$ cat src/rtl/uart_rx_pkg.sv
package uart_rx_pkg;
  localparam int WORD_W = 16;
  localparam int DATA_W = 9;
  localparam int PERR_BIT = 14;
  localparam int FERR_BIT = 15;

  typedef enum logic [2:0] {
    ST_IDLE, ST_START, ST_DATA, ST_PAR, ST_STOP, ST_WAITHI
  } rx_state_e;

  typedef struct packed {
    logic [3:0] len_code;
    logic [1:0] par;
    logic [1:0] stop;
  } rx_cfg_t;

  // Number of data bits for a length code, saturated to 4..9.
  function automatic logic [3:0] rx_nbits(input logic [3:0] code);
    if (code < 4'd1) return 4'd4;
    else if (code > 4'd6) return 4'd9;
    else return code + 4'd3;
  endfunction
endpackage

$ cat src/rtl/uart_rx_sync.sv
module uart_rx_sync #(
  parameter int STAGES = 2
) (
  input  logic clk,
  input  logic rst_n,
  input  logic din,
  output logic dout
);
  logic [STAGES-1:0] chain;

  always_ff @(posedge clk or negedge rst_n) begin
    if (!rst_n) chain <= '1;
    else        chain <= {chain[STAGES-2:0], din};
  end

  assign dout = chain[STAGES-1];
endmodule

$ cat src/rtl/uart_rx_framer.sv
module uart_rx_framer
  import uart_rx_pkg::*;
#(
  parameter int OSR = 16
) (
  input  logic              clk,
  input  logic              rst_n,
  input  logic              tick,
  input  logic              line,
  input  rx_cfg_t           cfg,
  input  logic              cmd_en,
  input  logic              cmd_dis,
  output logic              push,
  output logic [WORD_W-1:0] word,
  output logic              rx_on
);
  localparam int CW  = $clog2(OSR);
  localparam int MID = OSR / 2;
  localparam int QTR = OSR / 4;

  rx_state_e         state;
  logic [CW-1:0]     cnt;
  logic [3:0]        idx;
  logic [DATA_W-1:0] data;
  logic              pbit;
  rx_cfg_t           cfg_q;
  logic [3:0]        nbits;
  logic              mid_hit, stop_hit, perr;

  assign nbits    = rx_nbits(cfg_q.len_code);
  assign mid_hit  = tick && (cnt == CW'(MID - 1));
  assign stop_hit = tick && ((cfg_q.stop == 2'd0) ? (cnt == CW'(QTR - 1)) : (cnt == CW'(MID - 1)));
  assign perr     = cfg_q.par[1] && ((^data ^ pbit) != cfg_q.par[0]);

  always_ff @(posedge clk or negedge rst_n) begin
    if (!rst_n) begin
      state <= ST_IDLE;
      cnt   <= '0;
      idx   <= '0;
      data  <= '0;
      pbit  <= 1'b0;
      cfg_q <= '0;
      rx_on <= 1'b0;
      push  <= 1'b0;
      word  <= '0;
    end else begin
      push <= 1'b0;
      if (cmd_dis) rx_on <= 1'b0;
      else if (cmd_en) rx_on <= 1'b1;

      if (cmd_dis || !rx_on) begin
        state <= ST_IDLE;
      end else begin
        if (tick) cnt <= cnt + 1'b1;
        unique case (state)
          ST_IDLE: if (tick && !line) begin
            state <= ST_START;
            cnt   <= CW'(1);
            cfg_q <= cfg;
            data  <= '0;
            idx   <= '0;
          end
          ST_START: if (mid_hit) state <= line ? ST_IDLE : ST_DATA;
          ST_DATA: if (mid_hit) begin
            data[idx] <= line;
            idx       <= idx + 1'b1;
            if (idx == nbits - 1'b1) state <= cfg_q.par[1] ? ST_PAR : ST_STOP;
          end
          ST_PAR: if (mid_hit) begin
            pbit  <= line;
            state <= ST_STOP;
          end
          ST_STOP: if (stop_hit) begin
            push  <= 1'b1;
            word  <= '0;
            word[DATA_W-1:0] <= data;
            word[PERR_BIT]   <= perr;
            word[FERR_BIT]   <= !line;
            state <= line ? ST_IDLE : ST_WAITHI;
          end
          ST_WAITHI: if (line) state <= ST_IDLE;
          default: state <= ST_IDLE;
        endcase
      end
    end
  end

  // a disable strobe leaves the receiver idle and off
  a_r9_dis_abort: assert property (@(posedge clk) disable iff (!rst_n)
    cmd_dis |=> (state == ST_IDLE) && !rx_on);

  // while waiting for the line to rise, a low line holds the wait
  a_r10_wait_high: assert property (@(posedge clk) disable iff (!rst_n)
    (state == ST_WAITHI) && !line && rx_on && !cmd_dis |=> state == ST_WAITHI);

  // stored data never has bits above the configured length
  a_r2_data_width: assert property (@(posedge clk) disable iff (!rst_n)
    push |-> ((word[DATA_W-1:0] >> nbits) == '0));
endmodule

$ cat src/rtl/uart_rx_buf.sv
module uart_rx_buf #(
  parameter int DEPTH = 2,
  parameter int W     = 16
) (
  input  logic         clk,
  input  logic         rst_n,
  input  logic         push,
  input  logic [W-1:0] din,
  input  logic         pop,
  output logic [W-1:0] dout,
  output logic         valid,
  output logic         full
);
  localparam int AW = (DEPTH > 1) ? $clog2(DEPTH) : 1;
  localparam int CW = $clog2(DEPTH + 1);

  logic [W-1:0]  mem [DEPTH];
  logic [AW-1:0] wp, rp;
  logic [CW-1:0] count;
  logic          do_pop, do_push;

  assign valid   = (count != '0);
  assign full    = (count == CW'(DEPTH));
  assign do_pop  = pop && valid;
  assign do_push = push && (!full || do_pop);
  assign dout    = mem[rp];

  function automatic logic [AW-1:0] nxt(input logic [AW-1:0] p);
    return (p == AW'(DEPTH - 1)) ? '0 : p + 1'b1;
  endfunction

  always_ff @(posedge clk or negedge rst_n) begin
    if (!rst_n) begin
      wp    <= '0;
      rp    <= '0;
      count <= '0;
      for (int i = 0; i < DEPTH; i++) mem[i] <= '0;
    end else begin
      if (do_push) begin
        mem[wp] <= din;
        wp      <= nxt(wp);
      end
      if (do_pop) rp <= nxt(rp);
      count <= count + CW'(do_push) - CW'(do_pop);
    end
  end

  // occupancy never exceeds the depth
  a_r6_count_bound: assert property (@(posedge clk) disable iff (!rst_n)
    count <= CW'(DEPTH));

  // a read without a write removes exactly one entry
  a_r6_pop_dec: assert property (@(posedge clk) disable iff (!rst_n)
    do_pop && !push |=> count == $past(count) - 1'b1);
endmodule

$ cat src/rtl/uart_rx_path.sv
module uart_rx_path
  import uart_rx_pkg::*;
#(
  parameter int OSR         = 16,
  parameter int DEPTH       = 2,
  parameter int SYNC_STAGES = 2
) (
  input  logic              clk,
  input  logic              rst_n,
  input  logic              os_tick,
  input  logic              rxd,
  input  logic [15:0]       frame_cfg,
  input  logic              cmd_en,
  input  logic              cmd_dis,
  output logic              rd_valid,
  input  logic              rd_ready,
  output logic [WORD_W-1:0] rd_word,
  output logic              ovf_flag,
  input  logic              ovf_clr,
  output logic              rx_on
);
  logic              line;
  logic              f_push, b_full;
  logic [WORD_W-1:0] f_word;
  rx_cfg_t           cfg;
  logic              unused_cfg_bits;

  assign cfg.len_code   = frame_cfg[3:0];
  assign cfg.par        = frame_cfg[9:8];
  assign cfg.stop       = frame_cfg[13:12];
  assign unused_cfg_bits = ^{frame_cfg[15:14], frame_cfg[11:10], frame_cfg[7:4]};

  uart_rx_sync #(.STAGES(SYNC_STAGES)) u_sync (
    .clk(clk), .rst_n(rst_n), .din(rxd), .dout(line)
  );

  uart_rx_framer #(.OSR(OSR)) u_framer (
    .clk(clk), .rst_n(rst_n), .tick(os_tick), .line(line), .cfg(cfg),
    .cmd_en(cmd_en), .cmd_dis(cmd_dis), .push(f_push), .word(f_word),
    .rx_on(rx_on)
  );

  uart_rx_buf #(.DEPTH(DEPTH), .W(WORD_W)) u_buf (
    .clk(clk), .rst_n(rst_n), .push(f_push), .din(f_word),
    .pop(rd_ready), .dout(rd_word), .valid(rd_valid), .full(b_full)
  );

  always_ff @(posedge clk or negedge rst_n) begin
    if (!rst_n)                                  ovf_flag <= 1'b0;
    else if (f_push && b_full && !rd_ready)      ovf_flag <= 1'b1;
    else if (ovf_clr)                            ovf_flag <= 1'b0;
  end

  // a character arriving at a full buffer raises the overflow flag
  a_r7_ovf_sets: assert property (@(posedge clk) disable iff (!rst_n)
    f_push && b_full && !rd_ready |=> ovf_flag);

  // the flag is sticky without a clear strobe
  a_r7_ovf_sticky: assert property (@(posedge clk) disable iff (!rst_n)
    ovf_flag && !ovf_clr |=> ovf_flag);
endmodule

$ cat config.mk
export PLATFORM = sky130hd
export DESIGN_NAME = uart_rx_path
export DESIGN_NICKNAME = d
export VERILOG_FILES = /design/src/rtl/uart_rx_pkg.sv /design/src/rtl/uart_rx_sync.sv /design/src/rtl/uart_rx_framer.sv /design/src/rtl/uart_rx_buf.sv /design/src/rtl/uart_rx_path.sv
export SDC_FILE = /design/constraint.sdc
export NUM_CORES = 1
export LEC_CHECK = 0
export BUFFER_PORTS_ARGS = -buffer_cell sky130_fd_sc_hd__buf_2
export CORE_UTILIZATION = 54
export DETAILED_ROUTE_END_ITERATION = 8
export PLACE_DENSITY = 0.76
export SYNTH_ARGS = -nofsm -noshare
export SYNTH_HDL_FRONTEND = slang
export SYNTH_HIERARCHICAL = 1
export SYNTH_SLANG_ARGS = --single-unit
$ cat constraint.sdc
create_clock -name clk -period 2.5 [get_ports clk]
set_clock_uncertainty 0.1 [all_clocks]
set_input_delay 0.5 -clock clk [delete_from_list [all_inputs] [get_ports clk]]
set_output_delay 0.5 -clock clk [all_outputs]
set_load 0.01 [all_outputs]
==> results of run 1 <==
## power by group through the flow
stage	logic [mW]	registers, mW	clock network (mW)
global placement	0.756	1.55	0
floorplan	0.574	1.53	0
global route	0.897	1.55	0.962
detailed placement	0.782	1.55	0
CTS	0.818	1.53	0.914
finish	0.822	1.53	0.880
## kinds of logic (layout without fill, tap and decap cells)
family                   Yosys count  in the layout  share of synthesized area (%)
adder cells (fa/ha/maj)           10             10                          2.999
XOR/XNOR                          21             21                          4.409
flip-flops                        81             81                          48.65
AO/OA/AOI/OAI                     37             37                          6.149
AND/OR/NAND/NOR                   98             98                          14.52
buffers and inverters             29             79                          4.019
multiplexers                      65             65                          19.17
other                              1              5                        0.08990
## per-layer routing
layer | part of all wire, % | vias to the layer above
met2 | 49 | 63
met4 | 1.1 | 0
met5 | 0 | -
li1 | - | 1290
met3 | 4.1 | 7
met1 | 46 | 1294
## Yosys cell counts, types with 2 or more instances
| cell type | instances | share of area, % |
|---|---|---|
| xnor2_1 | 17 | 3.6 |
| and2_1 | 3 | 0.45 |
| buf_4 | 6 | 1.1 |
| nor4_4 | 3 | 1.5 |
| or4_1 | 2 | 0.36 |
| a31oi_1 | 3 | 0.45 |
| a21oi_1 | 5 | 0.60 |
| nor2b_1 | 7 | 1.0 |
| mux2_4 | 20 | 7.2 |
| nor2_4 | 2 | 0.54 |
| mux2_2 | 39 | 11 |
| nand3b_1 | 2 | 0.36 |
| dfstp_2 | 2 | 1.3 |
| nand2b_1 | 4 | 0.60 |
| nand4_1 | 3 | 0.45 |
| and3_1 | 2 | 0.30 |
| o21ai_0 | 12 | 1.4 |
| nand3_1 | 5 | 0.60 |
| o31a_1 | 2 | 0.42 |
| xor2_1 | 4 | 0.84 |
| o221ai_1 | 2 | 0.42 |
| dfrtp_1 | 79 | 47 |
| nor3b_1 | 3 | 0.54 |
| buf_2 | 4 | 0.48 |
| clkbuf_1 | 4 | 0.36 |
| nor4_2 | 2 | 0.60 |
| buf_6 | 2 | 0.54 |
| nor3b_4 | 2 | 0.90 |
| a31o_2 | 2 | 0.42 |
| inv_1 | 11 | 0.99 |
| mux2i_1 | 6 | 1.4 |
| nand2_1 | 37 | 3.3 |
| ha_1 | 10 | 3.0 |
| nor2_1 | 11 | 0.99 |
| or2_2 | 3 | 0.45 |
## flip-flops by register name, summed over array words and instances (netlist names)
signal          flops
u_buf/mem          32
u_framer/word      11
u_framer/data       9
u_framer/cfg_q      8
u_framer/cnt        4
u_framer/idx        4
u_framer/state      3
u_buf/count         2
u_sync/chain        2
ovf_flag            1
u_buf/rp            1
u_buf/wp            1
u_framer/pbit       1
u_framer/push       1
u_framer/rx_on      1
## metrics by stage
step | power (mW) | setup WS [ns] | cell area (µm²) | util, % | hold slack (ns)
after detailed placement | 2.333 | -0.1509 | 4478 | 60.76 | 0.2517
after global routing | 3.407 | -0.2376 | 4725 | 64.11 | 0.1269
after CTS | 3.262 | -0.1287 | 4710 | 63.90 | 0.1187
final | 3.232 | -0.1618 | 4725 | 64.11 | 0.1448
after global placement | 2.303 | -0.05690 | 4478 | 60.76 | 0.2481
after floorplan | 2.102 | -0.0004514 | 4187 | - | 0.1044
## area by class of cell
cell class	instances	area (µm²)
clock buffer	10	127.6
sequential	81	2029
tap	99	123.9
fill	578	2645
clock inverter	6	51.30
timing repair buffer	51	315.3
inverter	12	45.04
multi-input combinational	236	2032
## worst min path at each step
| stage | start | to | slack, ns | depth (start not counted) |
|---|---|---|---|---|
| 2_1_floorplan | rst_n | ovf_flag | 0.10 | 0 |
| 3_3_place_gp | u_sync/chain[0] | u_sync/chain[1] | 0.25 | 0 |
| 3_5_place_dp | u_sync/chain[0] | u_sync/chain[1] | 0.25 | 0 |
| 4_1_cts | rxd | u_sync/chain[0] | 0.12 | 1 |
| 5_1_grt | rxd | u_sync/chain[0] | 0.13 | 1 |
| 6_report | rxd | u_sync/chain[0] | 0.14 | 1 |
## timing repair
item | 4_1_cts | 5_1_grt
setup endpoints to repair | 3 | 3
setup buffers | 1 | 1
hold endpoints to repair | 12 | 0
gates resized for setup | 7 | 1
gates cloned | 0 | 0
hold buffers | 1 | 0
==> results.cfg, run 1 <==
[power]
pwr-share-seq_pct = 47.3
power_leakage_nw = 2.261
p_int_mw = 2.204
combPwrFrac_pct = 25.5
p_sw_share_pct = 31.80
p_per_area_mw_per_mm2 = 684.0
power.switching_mw = 1.028
vdd_drop_max_v = 0.0004551
p_clk_share_pct = 27.2

[place]
place_inst = 476
io_buffers = 34
dpl.hpwl_um = 5157
gp_congestion = 0.8591

[status]
status = complete, but fails checks
violations = negative setup slack

[worst_setup_path]
crit_family = compound AO/OA/AOI/OAI gates
cp.required_ns = 2.64
critPathKind = reg2reg
critical_path.most_common_cell = o31a_1
crit_cells = 10
cp-startpoint = u_framer/cfg_q[4]
cp_slowest_stage_delay_ns = 0.48
critPathSlowestCell = or4_1
arrival_ns = 2.80
cp.buffers_inverters = 1
r2r-start = u_framer/cfg_q[4]
reg2reg_depth = 10
critical_path.max_fanout = 3
reg2reg_slack_ns = -0.16
worstSetupEndpointType = flop
crit_path_cell_trace = inv_2, ha_4, and3b_1, or4_1, ha_2, xnor2_2, o31a_1, o21a_1, a31oi_2, o31a_1
reg2reg_to = u_framer/state[1]
cp-endpoint = u_framer/state[1]
crit_path_start_kind = flop

[floorplanning]
dieWidth_um = 89.89
initial_utilization_pct = 56.60
placementRows = 31
core_mm2 = 0.007370
io_pins = 43
die_area_mm2 = 0.008080
die_h_um = 89.89

[cts]
clk-insertion-delay-late_ns = 0.35
cts_sinks = 81
numCtsBuffers = 9
clkTransAtPathRegs_ns = 0.08
cts_root_buffer = clkbuf_8
cts_buffer_depth = 2
htree_levels = 3
cts_tree = yes

[grt]
grt.busiest_layer = met2
grt_overflow = 0
met3_usage_pct = 3.638
met2_usage_pct = 33.85
grt_max_degree = 45
grt_pass1_vias = 2716
grtUsageMet1_pct = 25.35
grt_first_pass_wirelength_um = 12870
grtUsageTotal_pct = 20.04
grt_antenna_before_repair = 0

[yosys]
avgSynthCellArea_um2 = 12.20
netlist_instances = 342
netlist_area_mm2 = 0.004172
ys_seq_elements = 81
ys_async_sr_fraction_pct = 100.0
yosysSeqAreaShare_pct = 48.65
synth-edff-count = 0
synth_ff_type = dfrtp_1
synth_warnings = 6
ys_types = 56

[sta]
rsz0062_at_grt = true
finalMaxSlewViolations = 0
tightest_slew_ns = 0.6231
tns_ns = -0.4165
fin_crit_sh_pct = 106.5
finalHoldViolations = 0
fin_ws_ns = -0.1618
relSlewSlack_pct = 58.36
final.min_clock_period_ns = 2.662
finalSetupViolations = 3
max_clock_freq_mhz = 375.7

[detailed_routing]
drc = 0
post_drt_wl_per_cell_um = 15.11
first_pass_iters = 5
drt_iter0_drc = 84
via_per_inst = 5.362
final_antenna_net_count = 0
dr_total_vias = 2654
routed_wl_um = 7478

[final_layout]
nets = 425
diodes = 0
finalNonFillerCells = 495
final_cell_mix = dfrtp_1 (79), mux2_2 (39), nand2_1 (37), buf_2 (33), mux2_4 (20)
final_common_cell = dfrtp_1
area_growth_pct = 13.26
drive_gt1_share_pct = 38.38

[worst_hold_path]
worstHoldPathType = in2reg

[run]
max_cap_viol_count = 0
Note: power is estimated with default switching activity, not from simulation.
==> inputs of run 2 (changes only) <==
CORE_UTILIZATION = 52   (was 54)
PLACE_DENSITY = 0.74   (was 0.76)
SYNTH_HIERARCHICAL = unset   (was 1)
==> run 2 against run 1 <==
Compared with the run above: the run now ends clean; synthesized area is 14% lower; clock power is 13% lower; utilization is 2.4 points lower; maximum frequency is 13% higher; register-to-register slack better by 0.30 ns; setup slack better by 0.30 ns; sequential power is 8% lower; worst hold slack worse by 0.074 ns; critical path depth stayed put; design area is 15% lower; via count is 11% lower.
==> results.cfg, run 2 <==
[sta]
rsz0062_at_grt = false
finalMaxSlewViolations = 0
max_clock_freq_mhz = 423.2
final.min_clock_period_ns = 2.363
relSlewSlack_pct = 34.31
fin_hold_ws_ns = 0.07044
fin_crit_sh_pct = 94.52
fin_ws_ns = 0.1370
finalHoldViolations = 0
tightest_slew_ns = 0.9817
finalSetupViolations = 0
tns_ns = 0

[detailed_routing]
post_drt_wl_per_cell_um = 13.97
route.met2.wl_um = 2960
drc = 0
wl_met1_um = 2824
via_per_inst = 5.409
first_pass_iters = 5
routed_wl_um = 6078
maxUsedRoutingLayer = met4
final_antenna_net_count = 0
met3_length_um = 195
drt_iter0_drc = 68
dr_total_vias = 2353

[floorplanning]
initial_utilization_pct = 55.15
die_area_mm2 = 0.007264
io_pins = 43
placementRows = 29
core_mm2 = 0.006531
die_h_um = 85.23
dieWidth_um = 85.23

[cts]
cts_sinks = 71
cts_buffer_depth = 2
cts_tree = yes
clk-insertion-delay-late_ns = 0.34
htree_levels = 3
cts_root_buffer = clkbuf_8
numCtsBuffers = 9
clkTransAtPathRegs_ns = 0.07

[power]
p_per_area_mw_per_mm2 = 696.0
vdd_drop_max_v = 0.0005138
total_power_mw = 2.806
power_leakage_nw = 1.947

[final_layout]
largest-register = u_buf.mem
nets = 388
finalNonFillerCells = 435
final_common_cell = dfrtp_1
reg_top3 = u_buf.mem x22, u_framer.word x11, u_framer.data x9
area_growth_pct = 11.91
postLayoutCoreUtil_pct = 61.72
final_cell_mix = dfrtp_1 (69), mux2_2 (43), nand2_1 (39), buf_2 (29), nor2_1 (15)
largest_reg_flops = 22
multi_input_area_mm2 = 0.001715
regArea_mm2 = 0.001779
diodes = 0
drive_gt1_share_pct = 33.24
n_fill_cell = 555
final_cell_area_mm2 = 0.004031

[place]
placed_cell_area_mm2 = 0.003827
io_buffers = 29
dpl.hpwl_um = 4144
place_inst = 418
place_ws_ns = -0.01744
gp_congestion = 0.8340

[worst_setup_path]
worstSetupEndpointType = flop
r2r-start = u_framer.cfg_q[5]
cp.required_ns = 2.63
critical_path.max_fanout = 3
reg2reg_to = u_framer.state[1]
crit_path_start_kind = flop
arrival_ns = 2.49
critPathKind = reg2reg
reg2reg_slack_ns = 0.14
reg2reg_depth = 10

[yosys]
synth_ff_type = dfrtp_1
netlist_area_mm2 = 0.003602
yosysSeqAreaShare_pct = 49.39
ys_types = 50
synth_common_cells = dfrtp_1 (69), mux2_2 (43), nand2_1 (39), nor2_1 (15), xnor2_1 (15)
ys_seq_elements = 71
synth_warnings = 0
synth.most_common_cell = dfrtp_1
ys_async_sr_fraction_pct = 100.0
synth_top_cell_by_area = dfrtp_1
netlist_instances = 318
synth.area.top_cells = dfrtp_1 (48%), mux2_2 (13%), nand2_1 (4.1%)
synth_top_area_share_pct = 47.93
avgSynthCellArea_um2 = 11.33
synth-edff-count = 0

[grt]
grt_overflow = 0
grt_first_pass_wirelength_um = 10550
grt_pass1_vias = 2269
grt_antenna_before_repair = 0
grtUsageTotal_pct = 18.68
grt_max_degree = 72

[status]
status = completed

[run]
max_cap_viol_count = 0

[worst_hold_path]
worstHoldPathType = in2async
run 2: changes by cell type in the layout (fill, tap and decap cells not counted), sizes merged, moves of 3 or more:
cell,delta
nand2,+3
buf,-11
nor4,-4
nor3,+3
xor2,+5
inv,-3
mux2,-16
dfrtp,-10
mux2i,+3
nor2b,-3
nor3b,+4
run 2: cell families after synthesis:
family / synth area share, %
multiplexers: 16.05
AO/OA/AOI/OAI: 4.655
AND/OR/NAND/NOR: 16.36
XOR/XNOR: 5.836
other: 0.1041
buffers and inverters: 4.133
adder cells (fa/ha/maj): 3.473
flip-flops: 49.39
run 2: worst max-delay path by stage:
stage                                 start                end  slack, ns  cells past startpoint
after global routing      u_framer.cfg_q[5]  u_framer.state[2]       0.02                     12
after floorplan           u_framer.cfg_q[4]  u_framer.state[1]       0.13                     11
after global placement    u_framer.cfg_q[5]  u_framer.state[1]       0.05                     11
after detailed placement  u_framer.cfg_q[5]  u_framer.state[1]      -0.02                     11
final                     u_framer.cfg_q[5]  u_framer.state[1]       0.14                     10
after CTS                 u_framer.cfg_q[4]  u_framer.state[1]      0.001                     11
run 2: critical path, stage by stage, from the launching register on:
cell and delay, ns:
dfrtp_1 0.38, buf_4 0.14, buf_4 0.13, and3b_1 0.17
o22ai_1 0.30, ha_4 0.20, xnor2_2 0.11, xnor2_1 0.13
nand4_1 0.12, and3_1 0.21, a211o_1 0.26
run 2: per-layer routing:
layer | track usage [%] | vias to the layer above
met5 | 0 | -
met4 | 8.320 | 0
met2 | 31.16 | 49
li1 | - | 1144
met3 | 4.572 | 12
met1 | 23.09 | 1148
run 2: timing repair:
action                     in CTS  in global routing
hold buffers                    0                  0
resized for setup               0                  6
buffers inserted                1                  1
pin swaps                       0                  5
setup endpoints to repair       2                  3
run 2: where the power goes:
group	switching [mW]	internal, mW
Sequential	0.151	1.26
Clock	0.417	0.350
Combinational	0.289	0.336
run 2: area by class of cell:
class / instances / area share (%)
clock buffers: 9 / 3.073
clock inverters: 6 / 0.9621
inverters: 12 / 1.117
multi-input cells: 221 / 42.55
flip-flops and latches: 71 / 44.13
well taps: 77 / 2.390
repair buffers: 39 / 5.773
